--- config.mk ---
export PLATFORM = sky130hd
export DESIGN_NAME = dsp_status_reg
export DESIGN_NICKNAME = d
export VERILOG_FILES = /design/src/rtl/dsr_pkg.sv /design/src/rtl/dsr_acc_flags.sv /design/src/rtl/dsr_cond_flags.sv /design/src/rtl/dsr_prio.sv /design/src/rtl/dsp_status_reg.sv
export SDC_FILE = /design/constraint.sdc
export NUM_CORES = 1
export LEC_CHECK = 0
export ABC_CLOCK_PERIOD_IN_PS = 900
export BUFFER_PORTS_ARGS = -buffer_cell sky130_fd_sc_hd__buf_2
export CAP_MARGIN = 20
export CELL_PAD_IN_SITES_DETAIL_PLACEMENT = 2
export CELL_PAD_IN_SITES_GLOBAL_PLACEMENT = 2
export CORE_MARGIN = 2
export CORE_UTILIZATION = 19
export DETAILED_ROUTE_END_ITERATION = 12
export PLACE_DENSITY = 0.83
export SYNTH_ARGS = -nofsm -noshare
export SYNTH_HDL_FRONTEND = slang
export SYNTH_HIERARCHICAL = 1
export SYNTH_SLANG_ARGS = --single-unit
--- constraint.sdc ---
create_clock -name clk -period 0.9 [get_ports clk]
set_input_delay 0.045 -clock clk [delete_from_list [all_inputs] [get_ports clk]]
set_output_delay 0.045 -clock clk [all_outputs]
set_load 0.01 [all_outputs]
--- src/rtl/dsr_pkg.sv ---
package dsr_pkg;
  localparam int unsigned WORD_W  = 16;
  localparam int unsigned NUM_ACC = 2;
  localparam int unsigned IPL_W   = 3;
  localparam int unsigned COND_W  = 5;

  // Bit positions of the status word
  localparam int unsigned P_OVF_A = 15;
  localparam int unsigned P_OVF_B = 14;
  localparam int unsigned P_SAT_A = 13;
  localparam int unsigned P_SAT_B = 12;
  localparam int unsigned P_OVF_S = 11;
  localparam int unsigned P_SAT_S = 10;
  localparam int unsigned P_LOOP  = 9;
  localparam int unsigned P_DC    = 8;
  localparam int unsigned P_IPL_L = 5;
  localparam int unsigned P_RPT   = 4;
  localparam int unsigned P_N     = 3;
  localparam int unsigned P_OV    = 2;
  localparam int unsigned P_Z     = 1;
  localparam int unsigned P_C     = 0;

  typedef struct packed {
    logic dc;
    logic n;
    logic ov;
    logic z;
    logic c;
  } cond_flags_t;
endpackage

--- src/rtl/dsr_acc_flags.sv ---
module dsr_acc_flags #(
  parameter int unsigned N_ACC = 2
) (
  input  logic             clk,
  input  logic             rst_n,
  input  logic [N_ACC-1:0] acc_wr,
  input  logic [N_ACC-1:0] acc_ovf,
  input  logic [N_ACC-1:0] acc_sat,
  input  logic [N_ACC-1:0] sw_clr,
  output logic [N_ACC-1:0] ovf_q,
  output logic [N_ACC-1:0] sat_q
);
  for (genvar i = 0; i < N_ACC; i++) begin : g_acc
    always_ff @(posedge clk or negedge rst_n) begin
      if (!rst_n) begin
        ovf_q[i] <= 1'b0;
      end else if (acc_wr[i]) begin
        ovf_q[i] <= acc_ovf[i];
      end
    end

    // The saturation event has priority over a software clear
    always_ff @(posedge clk or negedge rst_n) begin
      if (!rst_n) begin
        sat_q[i] <= 1'b0;
      end else if (acc_sat[i]) begin
        sat_q[i] <= 1'b1;
      end else if (sw_clr[i]) begin
        sat_q[i] <= 1'b0;
      end
    end
  end
endmodule

--- src/rtl/dsr_cond_flags.sv ---
module dsr_cond_flags
  import dsr_pkg::*;
(
  input  logic        clk,
  input  logic        rst_n,
  input  logic        alu_we,
  input  cond_flags_t alu_flags,
  input  logic        sw_we,
  input  cond_flags_t sw_flags,
  output cond_flags_t flags_q
);
  always_ff @(posedge clk or negedge rst_n) begin
    if (!rst_n) begin
      flags_q <= '0;
    end else if (alu_we) begin
      flags_q <= alu_flags;
    end else if (sw_we) begin
      flags_q <= sw_flags;
    end
  end
endmodule

--- src/rtl/dsr_prio.sv ---
module dsr_prio #(
  parameter int unsigned LVL_W = 3
) (
  input  logic             clk,
  input  logic             rst_n,
  input  logic             irq_we,
  input  logic [LVL_W-1:0] irq_lvl,
  input  logic             sw_we,
  input  logic             nest_dis,
  input  logic [LVL_W-1:0] sw_lvl,
  input  logic             lvl_hi,
  output logic [LVL_W-1:0] lvl_q,
  output logic [LVL_W:0]   eff_lvl,
  output logic             user_off
);
  logic sw_ok;
  assign sw_ok = sw_we && !nest_dis;

  always_ff @(posedge clk or negedge rst_n) begin
    if (!rst_n) begin
      lvl_q <= '0;
    end else if (irq_we) begin
      lvl_q <= irq_lvl;
    end else if (sw_ok) begin
      lvl_q <= sw_lvl;
    end
  end

  assign eff_lvl  = {lvl_hi, lvl_q};
  assign user_off = lvl_hi;
endmodule

--- src/rtl/dsp_status_reg.sv ---
module dsp_status_reg
  import dsr_pkg::*;
(
  input  logic                     clk,
  input  logic                     rst_n,
  input  logic                     sw_wr_en,
  input  logic [WORD_W-1:0]        sw_wr_data,
  output logic [WORD_W-1:0]        status_q,
  input  logic [NUM_ACC-1:0]       acc_wr,
  input  logic [NUM_ACC-1:0]       acc_ovf,
  input  logic [NUM_ACC-1:0]       acc_sat,
  input  logic                     alu_we,
  input  logic [COND_W-1:0]        alu_flags,
  input  logic                     loop_active,
  input  logic                     rpt_active,
  input  logic                     irq_ipl_we,
  input  logic [IPL_W-1:0]         irq_ipl,
  input  logic                     nest_dis,
  input  logic                     ipl_hi,
  output logic [IPL_W:0]           eff_prio,
  output logic                     user_irq_off
);
  logic [NUM_ACC-1:0] sat_clr;
  logic [NUM_ACC-1:0] ovf_q;
  logic [NUM_ACC-1:0] sat_q;
  cond_flags_t        cond_q;
  cond_flags_t        sw_cond;
  logic [IPL_W-1:0]   ipl_q;
  logic               loop_q;
  logic               rpt_q;

  // A 0 in the summary position clears every sticky bit
  assign sat_clr[0] = sw_wr_en && (!sw_wr_data[P_SAT_A] || !sw_wr_data[P_SAT_S]);
  assign sat_clr[1] = sw_wr_en && (!sw_wr_data[P_SAT_B] || !sw_wr_data[P_SAT_S]);

  assign sw_cond = '{dc: sw_wr_data[P_DC], n: sw_wr_data[P_N], ov: sw_wr_data[P_OV],
                     z: sw_wr_data[P_Z], c: sw_wr_data[P_C]};

  dsr_acc_flags #(.N_ACC(NUM_ACC)) u_acc (
    .clk    (clk),
    .rst_n  (rst_n),
    .acc_wr (acc_wr),
    .acc_ovf(acc_ovf),
    .acc_sat(acc_sat),
    .sw_clr (sat_clr),
    .ovf_q  (ovf_q),
    .sat_q  (sat_q)
  );

  dsr_cond_flags u_cond (
    .clk      (clk),
    .rst_n    (rst_n),
    .alu_we   (alu_we),
    .alu_flags(cond_flags_t'(alu_flags)),
    .sw_we    (sw_wr_en),
    .sw_flags (sw_cond),
    .flags_q  (cond_q)
  );

  dsr_prio #(.LVL_W(IPL_W)) u_prio (
    .clk     (clk),
    .rst_n   (rst_n),
    .irq_we  (irq_ipl_we),
    .irq_lvl (irq_ipl),
    .sw_we   (sw_wr_en),
    .nest_dis(nest_dis),
    .sw_lvl  (sw_wr_data[P_IPL_L +: IPL_W]),
    .lvl_hi  (ipl_hi),
    .lvl_q   (ipl_q),
    .eff_lvl (eff_prio),
    .user_off(user_irq_off)
  );

  always_ff @(posedge clk or negedge rst_n) begin
    if (!rst_n) begin
      loop_q <= 1'b0;
      rpt_q  <= 1'b0;
    end else begin
      loop_q <= loop_active;
      rpt_q  <= rpt_active;
    end
  end

  always_comb begin
    status_q                      = '0;
    status_q[P_OVF_A]             = ovf_q[0];
    status_q[P_OVF_B]             = ovf_q[1];
    status_q[P_SAT_A]             = sat_q[0];
    status_q[P_SAT_B]             = sat_q[1];
    status_q[P_OVF_S]             = |ovf_q;
    status_q[P_SAT_S]             = |sat_q;
    status_q[P_LOOP]              = loop_q;
    status_q[P_DC]                = cond_q.dc;
    status_q[P_IPL_L +: IPL_W]    = ipl_q;
    status_q[P_RPT]               = rpt_q;
    status_q[P_N]                 = cond_q.n;
    status_q[P_OV]                = cond_q.ov;
    status_q[P_Z]                 = cond_q.z;
    status_q[P_C]                 = cond_q.c;
  end
endmodule

======== Word level (Yosys, flattened, before mapping) ========
Cells that the tools add are included.
word-level totals
  register bits ........................... 14
  logic and storage cells ................. 35
  output and inout bits ................... 21
cells by class
  reductions and logical operators ........ 15
  mux-type cells .......................... 8
operator list
  cell                number
  5-bit 2-to-1 mux    2
  2-bit nonzero test  4
  3-bit 2-to-1 mux    2
  1-bit logical NOT   4
  1-bit 2-to-1 mux    4
  2-bit OR reduction  2
  1-bit logical AND   3
  1-bit logical OR    2

======== Depth between registers and ports, before layout ========
  word-level depth ........................ 5
  gate-level depth with buffers ........... 3
  gate-level depth less buffers ........... 3

======== Modules after synthesis ========
Netlist, hierarchy kept.
by module, submodules not included
  module          cells each  times used  area each (µm²)
  dsr_cond_flags  22          1           235.2
  dsr_prio        21          1           216.5
  dsr_acc_flags   10          1           152.6
  dsp_status_reg  8           1           96.3

======== Least setup slack after synthesis ========
No wires, ideal clock.
  path type ............................... register to register
  from .................................... register u_acc/ovf_q[1] (netlist name)
  to ...................................... register u_acc.ovf_q[1]
  setup slack ............................. 0.113 ns
  library setup time ...................... 0.125 ns
  period minus slack after synthesis ...... 0.787 ns
  cell stages (with the launch flop) ...... 2
  arrival time ............................ 0.662 ns
  cell sequence ........................... dfrtp_1 > mux2_4
RTL lines
  item                           line                 RTL
  end signal, assigned by index  dsr_acc_flags.sv:18  ovf_q[i] <= acc_ovf[i];
  end, declared                  dsr_acc_flags.sv:10  output logic [N_ACC-1:0] ovf_q,

======== Final worst setup path ========
  from .................................... register u_acc.sat_q[1]
  to ...................................... output status_q[10]
between the ends
  word-level cells in the longest chain between the ends .. 1
RTL lines
  item                             line                  RTL
  start, declared                  dsr_acc_flags.sv:11   output logic [N_ACC-1:0] sat_q
  start signal, assigned by index  dsr_acc_flags.sv:25   sat_q[i] <= 1'b0;
  start signal, assigned by index  dsr_acc_flags.sv:27   sat_q[i] <= 1'b1;
  start signal, assigned by index  dsr_acc_flags.sv:29   sat_q[i] <= 1'b0;
  2-bit OR reduction               dsp_status_reg.sv:91  status_q[P_SAT_S] = |sat_q;
  end, declared                    dsp_status_reg.sv:8   output logic [WORD_W-1:0] status_q,
Every way passes these cells.

==> impl_metrics.py <==
metrics = {
    "synthesis": {
        "synth.most_common_cell": "dfrtp_1",
        "synth_mux_area_share_pct": 11.4,
        "ys_ff_latch": 14,
        "synth-edff-count": 0,
        "ys_warn_count": 6,
        "synth-simple-area-share_pct": 12.9,
        "async_reset_ff_share_pct": 100,
        "yosysSeqAreaShare_pct": 50.0,
        "synth_common_cells": "dfrtp_1 (14), nand2_1 (8), buf_4 (7)",
        "avgSynthCellArea_um2": 11.5,
        "synth_top_family_by_area": "compound AO/OA/AOI/OAI gates",
        "synth_flop_cell": "dfrtp_1",
        "netlist_area_um2": 701,
        "ys_types": 17,
        "netlist_instances": 61,
        "synth_compound_area_share_pct": 13.2,
        "syn_nets": 100,
        "yosys.area.top_type": "dfrtp_1",
        "synthTopCellsByArea": "dfrtp_1 (50%), buf_4 (7.5%), mux2i_1 (7.1%), nand4bb_1 (4.8%), mux2_4 (4.3%)",
        "yosys.area.top_type_share_pct": 50.0,
        "synthXorXnorAreaFrac_pct": 0,
        "synthAdderAreaFrac_pct": 0,
    },
    "placement": {
        "routabilityCongestion": 0.665,
        "dp_hpwl_um": 1740,
        "io_buffers": 51,
        "placed_cells": 152,
    },
    "worst_setup_path": {
        "cp-start-kind": "flop",
        "crit_arrival_ns": 0.99,
        "critPathMaxFanout": 2,
        "required_ns": 0.85,
        "endpoint_kind": "output pin",
        "worstSetupPathType": "flop to output pin",
    },
    "route": {
        "drt_pass1_iterations": 4,
        "drtIter0Drc": 7,
        "avgViaCountPerCell": 3.99,
        "vias": 662,
        "wl_per_cell_um": 13.6,
        "wirelength_um": 2260,
        "drcViolationCount": 0,
        "ant_nets": 0,
    },
    "sta": {
        "worst_pin_slew_ns": 0.327,
        "fin_crit_sh_pct": 115,
        "rsz0062_at_grt": "yes",
        "slew_violations": 0,
        "whs_ns": 0.0302,
        "hold_violations": 0,
        "finalSetupTns_ns": -0.504,
        "finClkSkew_ns": 0,
        "relSlewSlack_pct": 78.2,
        "clock.fmax_mhz": 966,
        "setup_slack_ns": -0.135,
        "fin_crit_ns": 1.04,
        "finalSetupViolCount": 6,
    },
    "cts": {
        "insertion_delay_ns": 0.24,
        "cts_buffer_depth": 2,
        "numCtsBuffers": 3,
        "cts.sinks": 14,
        "cts_tree": "done",
        "cts_max_level": 1,
        "clkTransAtPathRegs_ns": 0.06,
        "cts-root-buf": "clkbuf_8",
    },
    "final_layout": {
        "drive_gt1_share_pct": 55.9,
        "antenna_cells": 0,
        "finalNetCount": 158,
        "fin_cells": 166,
        "syn_to_final_growth_pct": 63.0,
    },
    "die": {
        "initial_core_util_pct": 19.4,
        "dieHeight_um": 64.7,
        "rows": 22,
        "core_area_mm2": 0.00361,
        "die_w_um": 64.7,
        "ios": 60,
        "dieArea_mm2": 0.00419,
    },
    "outcome": {
        "status": "finished with violations",
        "violations": "negative setup slack",
    },
    "grt": {
        "grt_usage_pct": 11.4,
        "antenna_found_initial": 0,
        "grt_pass1_vias": 789,
        "grt_pass1_wl_um": 3660,
        "grt_remaining_overflow": 0,
        "grt_max_degree": 15,
    },
    "pwr": {
        "ir_worst_vdd_mv": 0.435,
        "p_per_area_mw_per_mm2": 1530,
        "p_leak_nw": 0.590,
    },
    "worst_hold_path": {
        "min_path_type": "input port to flop",
    },
    "flow_run": {
        "drv_cap": 0,
    },
}
==> sequential cells by signal (all words and copies together), names as in the netlist <==
register / flops
u_prio/lvl_q: 3
u_cond/flags_q: 5
rpt_q: 1
u_acc/sat_q: 2
loop_q: 1
u_acc/ovf_q: 2
==> final timing paths <==
path / start / endpoint / slack, ns / cells after the start
worst max register to register: u_acc/ovf_q[0]$_DFFE_PN0P_ / u_acc/ovf_q[0]$_DFFE_PN0P_ / -0.08 / 3
worst max-delay path: u_acc/sat_q[1]$_DFFE_PN0P_ / status_q[10] / -0.14 / 2
worst min-delay path: acc_ovf[0] / u_acc/ovf_q[0]$_DFFE_PN0P_ / 0.03 / 2
min in group asynchronous: rst_n / u_prio/lvl_q[1]$_DFFE_PN0P_ / 0.24 / 2
worst min register to register: u_cond/flags_q[3]$_DFFE_PN0P_ / u_cond/flags_q[3]$_DFFE_PN0P_ / 0.56 / 2
max in group asynchronous: rst_n / u_cond/flags_q[2]$_DFFE_PN0P_ / 0.42 / 2
==> worst max-delay path, cell delays in order (launching register included) <==
cell,delay (ns)
dfrtp_1,0.38
or2_1,0.23
buf_2,0.14
==> layer usage <==
layer	up-vias	track usage, %	wire length [um]
li1	313	-	-
met4	0	3.99	22
met5	-	0	0
met1	320	11.6	756
met2	27	23.7	1380
met3	2	0.868	99
==> kinds of logic (layout without fill, tap and decap cells) <==
| logic type | Yosys count | count (layout) |
|---|---|---|
| buf+inv | 14 | 71 |
| simple gates | 14 | 14 |
| flops | 14 | 14 |
| compound gates | 12 | 12 |
| mux | 7 | 7 |
==> cell usage in the layout (no fill, tap or decap), types with 3 or more instances in the layout <==
cell and count:
buf_2 47, buf_4 3, buf_6 6, clkbuf_8 4
dfrtp_1 14, dlygate4sd3_1 5, inv_1 5, mux2i_1 5
nand2_1 8, nand4bb_1 3, o21ai_1 5
==> final cells by class <==
type | count | area [um2]
Clock buffer | 4 | 55.1
Fill cell | 416 | 2460
Inverter | 5 | 18.8
Tap cell | 48 | 60.1
Sequential cell | 14 | 350
Timing Repair Buffer | 62 | 395
Multi-Input combinational cell | 33 | 263
==> stage by stage <==
stage	cell area [um2]	utilization [%]	setup slack [ns]	power, mW
final	1140	31.7	-0.135	1.74
after global routing	1140	31.7	-0.172	1.85
after CTS	1130	31.3	-0.139	1.77
after detailed placement	967	26.8	0.0953	1.08
after global placement	967	26.8	0.135	1.05
after floorplan	701	-	0.113	0.907
==> where the power goes <==
group          total, mW  leakage [nW]  internal, mW  switching, mW
Sequential         0.716         0.164         0.685         0.0311
Clock              0.610        0.0288         0.387          0.224
Combinational      0.417         0.397         0.234          0.183
Total               1.74         0.590          1.30          0.438
==> timing repair <==
item                       4_1_cts  5_1_grt
hold buffers                     5        0
setup endpoints to repair        2        8
cloned                           0        0
setup buffers                    4        1
pin swaps                        2        1
hold endpoints to repair        18        0
resized for setup                4        2
(Power assumes the default switching activity.)
